### config.mk
export PLATFORM = sky130hd
export DESIGN_NAME = fsec_state_reg
export DESIGN_NICKNAME = d
export VERILOG_FILES = /design/src/rtl/fsec_pkg.sv /design/src/rtl/fsec_loader.sv /design/src/rtl/fsec_store.sv /design/src/rtl/fsec_decode.sv /design/src/rtl/fsec_state_reg.sv
export SDC_FILE = /design/constraint.sdc
export NUM_CORES = 1
export LEC_CHECK = 0
export ABC_CLOCK_PERIOD_IN_PS = 1100
export BUFFER_PORTS_ARGS = -buffer_cell sky130_fd_sc_hd__buf_2
export CORE_MARGIN = 8
export CORE_UTILIZATION = 33
export DETAILED_ROUTE_END_ITERATION = 7
export PLACE_DENSITY = 0.74
export SLEW_MARGIN = 20
export SYNTH_ARGS = -nofsm -noshare
export SYNTH_HDL_FRONTEND = slang
export SYNTH_HIERARCHICAL = 1
export SYNTH_SLANG_ARGS = --single-unit
### constraint.sdc
create_clock -name clk_i -period 1.1 [get_ports clk_i]
set_input_delay 0 -clock clk_i [delete_from_list [all_inputs] [get_ports clk_i]]
set_output_delay 0 -clock clk_i [all_outputs]
set_load 0.05 [all_outputs]
### src/rtl/fsec_pkg.sv
package fsec_pkg;
  typedef enum logic [1:0] {
    LD_IDLE = 2'd0,
    LD_REQ  = 2'd1,
    LD_WAIT = 2'd2,
    LD_DONE = 2'd3
  } ld_state_e;

  localparam int unsigned SEC_W     = 8;
  localparam logic [1:0]  CODE_OPEN = 2'b10;
  localparam logic [SEC_W-1:0] SEC_LOCKED = '1;
endpackage

### src/rtl/fsec_loader.sv
module fsec_loader
  import fsec_pkg::*;
#(
  parameter int unsigned      ADDR_W   = 18,
  parameter logic [ADDR_W-1:0] CFG_ADDR = 18'h3FF0F
) (
  input  logic              clk_i,
  input  logic              rst_ni,
  input  logic              rd_valid_i,
  output logic              rd_req_o,
  output logic [ADDR_W-1:0] rd_addr_o,
  output logic              load_en_o,
  output logic              done_o
);
  ld_state_e state_q, state_d;

  always_comb begin
    state_d = state_q;
    unique case (state_q)
      LD_IDLE: state_d = LD_REQ;
      LD_REQ:  state_d = LD_WAIT;
      LD_WAIT: if (rd_valid_i) state_d = LD_DONE;
      default: state_d = LD_DONE;
    endcase
  end

  always_ff @(posedge clk_i or negedge rst_ni) begin
    if (!rst_ni) state_q <= LD_IDLE;
    else         state_q <= state_d;
  end

  assign rd_req_o  = (state_q == LD_REQ);
  assign rd_addr_o = CFG_ADDR;
  assign load_en_o = (state_q == LD_WAIT) && rd_valid_i;
  assign done_o    = (state_q == LD_DONE);

  p_req_single_r2: assert property (@(posedge clk_i) disable iff (!rst_ni)
    rd_req_o |=> !rd_req_o);
  p_done_sticky_r3: assert property (@(posedge clk_i) disable iff (!rst_ni)
    done_o |=> done_o);
  p_load_sets_done_r3: assert property (@(posedge clk_i) disable iff (!rst_ni)
    load_en_o |=> done_o);
endmodule

### src/rtl/fsec_store.sv
module fsec_store
  import fsec_pkg::*;
(
  input  logic             clk_i,
  input  logic             rst_ni,
  input  logic             load_en_i,
  input  logic [SEC_W-1:0] load_data_i,
  input  logic             sbe_i,
  input  logic             dbe_i,
  input  logic             done_i,
  input  logic             unlock_i,
  output logic [SEC_W-1:0] q_o
);
  logic [SEC_W-1:0] q_q;

  // sbe_i needs no action: data arrives corrected
  always_ff @(posedge clk_i or negedge rst_ni) begin
    if (!rst_ni) begin
      q_q <= SEC_LOCKED;
    end else if (load_en_i) begin
      q_q <= dbe_i ? SEC_LOCKED : load_data_i;
    end else if (done_i && unlock_i) begin
      q_q[1:0] <= CODE_OPEN;
    end
  end

  assign q_o = q_q;

  p_locked_until_done_r1: assert property (@(posedge clk_i) disable iff (!rst_ni)
    !done_i |-> q_o == SEC_LOCKED);
  p_dbe_forces_ones_r4: assert property (@(posedge clk_i) disable iff (!rst_ni)
    (load_en_i && dbe_i) |=> q_o == SEC_LOCKED);
  p_sbe_loads_data_r5: assert property (@(posedge clk_i) disable iff (!rst_ni)
    (load_en_i && sbe_i && !dbe_i) |=> q_o == $past(load_data_i));
  p_unlock_opens_r9: assert property (@(posedge clk_i) disable iff (!rst_ni)
    (done_i && unlock_i) |=> (q_o[1:0] == CODE_OPEN) && (q_o[7:2] == $past(q_o[7:2])));
endmodule

### src/rtl/fsec_decode.sv
module fsec_decode
  import fsec_pkg::*;
(
  input  logic [1:0] key_fld_i,
  input  logic [1:0] lock_fld_i,
  output logic       secured_o,
  output logic       key_en_o
);
  assign secured_o = (lock_fld_i != CODE_OPEN);
  assign key_en_o  = (key_fld_i == CODE_OPEN);
endmodule

### src/rtl/fsec_state_reg.sv
module fsec_state_reg
  import fsec_pkg::*;
#(
  parameter int unsigned       ADDR_W   = 18,
  parameter logic [ADDR_W-1:0] CFG_ADDR = 18'h3FF0F
) (
  input  logic              clk_i,
  input  logic              rst_ni,
  output logic              rd_req_o,
  output logic [ADDR_W-1:0] rd_addr_o,
  input  logic              rd_valid_i,
  input  logic [7:0]        rd_data_i,
  input  logic              rd_sbe_i,
  input  logic              rd_dbe_i,
  input  logic              bus_wr_i,
  input  logic [7:0]        bus_wdata_i,
  input  logic              unlock_i,
  output logic [7:0]        sec_q_o,
  output logic              load_done_o,
  output logic              secured_o,
  output logic              key_en_o
);
  logic load_en, done;

  fsec_loader #(.ADDR_W(ADDR_W), .CFG_ADDR(CFG_ADDR)) u_loader (
    .clk_i     (clk_i),
    .rst_ni    (rst_ni),
    .rd_valid_i(rd_valid_i),
    .rd_req_o  (rd_req_o),
    .rd_addr_o (rd_addr_o),
    .load_en_o (load_en),
    .done_o    (done)
  );

  fsec_store u_store (
    .clk_i      (clk_i),
    .rst_ni     (rst_ni),
    .load_en_i  (load_en),
    .load_data_i(rd_data_i),
    .sbe_i      (rd_sbe_i),
    .dbe_i      (rd_dbe_i),
    .done_i     (done),
    .unlock_i   (unlock_i),
    .q_o        (sec_q_o)
  );

  fsec_decode u_decode (
    .key_fld_i (sec_q_o[7:6]),
    .lock_fld_i(sec_q_o[1:0]),
    .secured_o (secured_o),
    .key_en_o  (key_en_o)
  );

  assign load_done_o = done;

  // bus writes have no path into the register
  p_write_ignored_r8: assert property (@(posedge clk_i) disable iff (!rst_ni)
    (load_done_o && bus_wr_i && (bus_wdata_i != sec_q_o) && !unlock_i) |=> $stable(sec_q_o));
  p_early_unlock_r10: assert property (@(posedge clk_i) disable iff (!rst_ni)
    (!load_done_o && !rd_valid_i && unlock_i) |=> sec_q_o == SEC_LOCKED);
endmodule

==> results.json, run 1 <==
{
  "num_rows": 15,
  "multi_input_area_um2": 282,
  "clkTransAtPathRegs_ns": 0.06,
  "cp.required_ns": 1.10,
  "maxSlewViolCount": 0,
  "grt_busiest_layer": "met2",
  "synthToLayoutAreaGrowth_pct": 48.2,
  "grt_usage": 0.0878,
  "r2r_slack_ns": 0.02,
  "cp-start-kind": "register",
  "cp_cell_sequence": "nor2b_4 > buf_8",
  "core_area_mm2": 0.00175,
  "die-area_mm2": 0.00353,
  "critPathTopFamily": "flip-flops",
  "setup_viol": 0,
  "cts_sinks": 10,
  "hp-class": "in2reg",
  "sw_frac_of_total": 0.408,
  "drc": 0,
  "cts_made_buffers": 3,
  "min_to": "u_store/q_o[2]$_DFFE_PN1P_",
  "p_leak_nw": 0.441,
  "postRouteAntennaNets": 0,
  "seqPwrFrac": 0.394,
  "crit_path_max_fanout": 3,
  "layout-drive-gt1-share": 0.529,
  "rsz0062_at_grt": "true",
  "clock.fmax_mhz": 915,
  "finalWirelength_um": 1590,
  "path_class": "reg2out",
  "cts_root_buffer": "clkbuf_4",
  "ff_latch_area_um2": 260,
  "grt-ovfl-total": 0,
  "min_period_ns": 1.09,
  "syn_area_um2": 623,
  "drtIter0Drc": 12,
  "mostFrequentLayoutCell": "conb_1",
  "grt_use_met3": 0.0607,
  "io_buffers": 24,
  "hold_start": "rd_data_i[2]",
  "hpwl_um": 1040,
  "grt_pass1_wl_um": 2350,
  "num_antenna_cells": 0,
  "hold_slack_ns": 0.00936,
  "cp_num_cells": 2,
  "grt_use_met1": 0.0880,
  "max_stage_delay_ns": 0.54,
  "r2r-end": "u_store/q_o[1]$_DFFE_PN1P_",
  "max_cap_viol_count": 0,
  "cp-end-kind": "output pin",
  "holdPathStages": 3,
  "n_fill_cell": 162,
  "cp_data_arrival_time_ns": 1.09,
  "htreeDepth": 1,
  "netlist_instances": 65,
  "internal-power_w": 0.000653,
  "timing.final.crit_share": 0.993,
  "worstReg2RegStart": "u_loader/state_q[1]$_DFFE_PN0P_",
  "finalHoldViolCount": 0,
  "start_util": 0.357,
  "grt_pass1_vias": 502,
  "vias": 499,
  "yosysSeqAreaShare": 0.418,
  "worst-r2r-cell-count": 4,
  "synth.distinct_cells": 21,
  "io_pins": 53,
  "routedWlPerCell_um": 12.5,
  "place.gp.congestion": 0.735,
  "yosysWarnings": 6,
  "post-route-util": 0.529,
  "status": "finished, final reports clean",
  "crit_buf_inv": 1,
  "switchingPower_w": 0.000450,
  "dr.pass1.iters": 3,
  "antenna_found_initial": 0,
  "cts_buffer_depth": 2,
  "powerDensity_mw_per_mm2": 1200,
  "cts_tree": "yes",
  "finalNetCount": 126,
  "power_frac_comb": 0.369,
  "layout_common_cells": "conb_1 (18), buf_2 (17), nor2_1 (11)",
  "avgSynthCellArea_um2": 9.59,
  "grt_max_degree": 17,
  "fin_total_pwr_w": 0.00110,
  "die_x_um": 59.5,
  "viasPerCell": 3.93,
  "insertion_delay_ns": 0.26,
  "pwr-share-clk": 0.237,
  "clock_skew_ns": 0.000368,
  "synth_seq_cells": 10,
  "die_h_um": 59.5,
  "cpMaxStageDelayCell": "dfstp_2",
  "use_met2": 0.149,
  "vdd_drop_max_mv": 0.854
}
-- metrics by stage --
step / TNS, ns / cell area [um2] / cells / setup WS [ns]
after floorplan: 0 / 689 / 81 / 0.0100
after global placement: 0 / 697 / 111 / 0.0492
after detailed placement: 0 / 697 / 111 / 0.0415
after CTS: 0 / 848 / 125 / 0.000452
after global routing: -0.248 / 923 / 127 / -0.0408
final: 0 / 923 / 127 / 0.00729
-- Yosys cell counts, drive strengths merged --
master / instances / share of area
a211oi: 1 / 0.012
a21bo: 1 / 0.016
a21oi: 7 / 0.062
and2: 1 / 0.010
and3b: 1 / 0.014
buf: 20 / 0.27
clkbuf: 1 / 0.0080
conb: 2 / 0.012
dfrtp: 2 / 0.080
dfstp: 8 / 0.34
nand2b: 1 / 0.010
nor2: 14 / 0.088
nor2b: 2 / 0.032
nor3b: 1 / 0.012
o21ai: 2 / 0.028
or2: 1 / 0.010
-- cell families after synthesis --
| family | after synthesis | share of synthesized area |
|---|---|---|
| flip-flops | 10 | 0.418 |
| buffers and inverters | 21 | 0.275 |
| other | 2 | 0.0121 |
| AO/OA/AOI/OAI | 11 | 0.118 |
| AND/OR/NAND/NOR | 21 | 0.177 |
-- how the worst max path moves through the flow --
| stage | startpoint | endpoint | slack (ns) |
|---|---|---|---|
| after floorplan | u_loader/state_q[1]$_DFFE_PN0P_ | u_loader/state_q[0]$_DFFE_PN0P_ | 0.01 |
| after global placement | u_loader/state_q[0]$_DFFE_PN0P_ | u_store/q_o[5]$_DFFE_PN1P_ | 0.05 |
| after detailed placement | u_loader/state_q[0]$_DFFE_PN0P_ | u_store/q_o[1]$_DFFE_PN1P_ | 0.04 |
| after CTS | u_store/q_o[7]$_DFFE_PN1P_ | key_en_o | 0.0005 |
| after global routing | u_loader/state_q[0]$_DFFE_PN0P_ | u_store/q_o[1]$_DFFE_PN1P_ | -0.04 |
| final | u_store/q_o[7]$_DFFE_PN1P_ | key_en_o | 0.007 |
-- repair_timing --
action | in CTS | in global routing
endpoints found under the hold margin | 18 | 0
setup buffers | 0 | 1
gates cloned | 0 | 1
gates resized for setup | 8 | 13
hold buffers | 10 | 0
endpoints found under the setup margin | 5 | 12
-- tightest hold or removal path, stage by stage --
cell and delay [ns]:
buf_2 0.08, nor2_1 0.04, a21oi_2 0.12
-- sequential cells by signal, summed over array words and instances (netlist names) --
register and count:
u_store/q_o 8, u_loader/state_q 2
-- power by group through the flow --
stage	combinational [W]	clock, W	sequential (W)
detailed placement	0.000356	0	0.000439
global route	0.000429	0.000296	0.000440
floorplan	0.000241	0	0.000540
finish	0.000407	0.000261	0.000435
global placement	0.000355	0	0.000437
CTS	0.000392	0.000273	0.000434
-- final cells by class --
class | instances | area share
clock buffer | 4 | 0.0285
multi-input combinational | 50 | 0.305
sequential | 10 | 0.282
tap | 25 | 0.0339
timing repair buffer | 38 | 0.351
-- per-layer routing --
| layer | vias to the layer above | wire length [um] |
|---|---|---|
| li1 | 245 | - |
| met3 | 0 | 185 |
| met4 | 0 | 0 |
| met2 | 24 | 856 |
| met1 | 230 | 546 |
| met5 | - | 0 |
Note: power is estimated with default switching activity, not from simulation.
==> run 2: changes to the inputs <==
PLACE_DENSITY = 0.84   (was 0.74)
==> results.json, run 2 (synthesized netlist as in run 1, its figures left out) <==
{
  "die_x_um": 59.5,
  "cp_cell_sequence": "nor2b_4 > buf_6",
  "status": "finished, final reports clean",
  "hp-class": "in2reg",
  "min_period_ns": 1.09,
  "sw_frac_of_total": 0.408,
  "grt_pass1_wl_um": 2330,
  "design_area_um2": 895,
  "routedWlPerCell_um": 12.3,
  "io_buffers": 24,
  "place.gp.congestion": 0.666,
  "power_frac_comb": 0.367,
  "largest_register_ffs": 8,
  "vdd_drop_max_mv": 0.739,
  "layout-drive-gt1-share": 0.495,
  "p_leak_nw": 0.432,
  "grt-ovfl-total": 0,
  "clkTransAtPathRegs_ns": 0.06,
  "setup_viol": 0,
  "holdPathStages": 3,
  "num_antenna_cells": 0,
  "cts_buffer_depth": 2,
  "switchingPower_w": 0.000446,
  "drtIter0Drc": 9,
  "place_area_um2": 697,
  "insertion_delay_ns": 0.26,
  "mostFrequentLayoutCell": "conb_1",
  "maxSlewViolCount": 0,
  "finalHoldViolCount": 0,
  "cp.required_ns": 1.10,
  "io_pins": 53,
  "seqPwrFrac": 0.397,
  "grt_pass1_vias": 519,
  "htreeDepth": 1,
  "cp-start-kind": "register",
  "grt_max_degree": 17,
  "n_fill_cell": 173,
  "rsz0062_at_grt": "true",
  "pwr-share-clk": 0.236,
  "max_stage_delay_ns": 0.54,
  "hold_slack_ns": 0.0195,
  "finalNetCount": 125,
  "fin_ws_ns": 0.00744,
  "dr.pass1.iters": 3,
  "num_rows": 15,
  "antenna_found_initial": 0,
  "start_util": 0.357,
  "crit_path_max_fanout": 3,
  "postRouteAntennaNets": 0,
  "dp_slack_ns": 0.0323,
  "grt_usage": 0.0863,
  "layout_common_cells": "conb_1 (18), buf_2 (17), nor2_1 (13)",
  "cp_data_arrival_time_ns": 1.09,
  "synthToLayoutAreaGrowth_pct": 43.6,
  "cts_tree": "yes",
  "timing.final.crit_share": 0.993,
  "max_cap_viol_count": 0,
  "finalWirelength_um": 1550,
  "hpwl_um": 1060,
  "powerDensity_mw_per_mm2": 1220,
  "worst-r2r-cell-count": 4,
  "core_area_mm2": 0.00175,
  "clock.fmax_mhz": 915,
  "internal-power_w": 0.000647,
  "drc": 0,
  "die-area_mm2": 0.00353,
  "cts_made_buffers": 3,
  "cts_sinks": 10,
  "die_h_um": 59.5,
  "cpMaxStageDelayCell": "dfstp_2",
  "viasPerCell": 3.93,
  "cts_root_buffer": "clkbuf_4",
  "vias": 495,
  "path_class": "reg2out",
  "clock_skew_ns": 0.00723,
  "cp-end-kind": "output pin"
}
==> run 2: worst paths after layout <==
path,end,slack [ns],from
worst max-delay path,key_en_o,0.007,u_store/q_o[7]$_DFFE_PN1P_
worst min-delay path,u_store/q_o[2]$_DFFE_PN1P_,0.02,rd_data_i[2]
worst max register to register,u_store/q_o[3]$_DFFE_PN1P_,0.007,u_loader/state_q[0]$_DFFE_PN0P_
worst min register to register,u_store/q_o[2]$_DFFE_PN1P_,0.49,u_store/q_o[2]$_DFFE_PN1P_
max in group asynchronous,u_store/q_o[3]$_DFFE_PN1P_,0.72,rst_ni
min in group asynchronous,u_loader/state_q[1]$_DFFE_PN0P_,0.12,rst_ni
==> run 2: what timing repair did <==
item | CTS | global route
hold buffers | 10 | 0
resized for setup | 8 | 12
endpoints found under the hold margin | 18 | 0
endpoints found under the setup margin | 5 | 13
setup buffers | 0 | 1
==> run 2: layout make-up <==
class	count	area [um2]	share of cell area
timing repair buffer	37	299	0.334
multi-input combinational	50	278	0.310
sequential	10	260	0.291
tap	25	31.3	0.0350
clock buffer	4	26.3	0.0294
==> run 2: routing by layer <==
metal | GRT usage | routed length (um)
met1 | 0.0815 | 527
met4 | 0 | 0
met5 | 0 | 0
met2 | 0.159 | 846
met3 | 0.0586 | 171
==> run 2: metrics by stage <==
step           TNS [ns]  cells  total power [W]  utilization
3_3_place_gp          0    111         0.000790        0.399
5_1_grt          -0.380    126          0.00117        0.513
6_report              0    126          0.00109        0.513
3_5_place_dp          0    111         0.000796        0.399
2_1_floorplan         0     81         0.000781            -
4_1_cts        -0.00227    125          0.00110        0.486
==> run 2: power groups by stage <==
stage               Sequential (W)  Clock [W]  Combinational, W
finish                    0.000434   0.000258          0.000401
global route              0.000439   0.000304          0.000423
CTS                       0.000434   0.000272          0.000393
detailed placement        0.000439          0          0.000357
global placement          0.000437          0          0.000353
floorplan                 0.000540          0          0.000241
==> run 2: worst max-delay path, delay by kind of cell, from the launching register on <==
| family | cells | cell delay, ns |
|---|---|---|
| buf+inv | 1 | 0.16 |
| flops | 1 | 0.54 |
| simple gates | 1 | 0.14 |
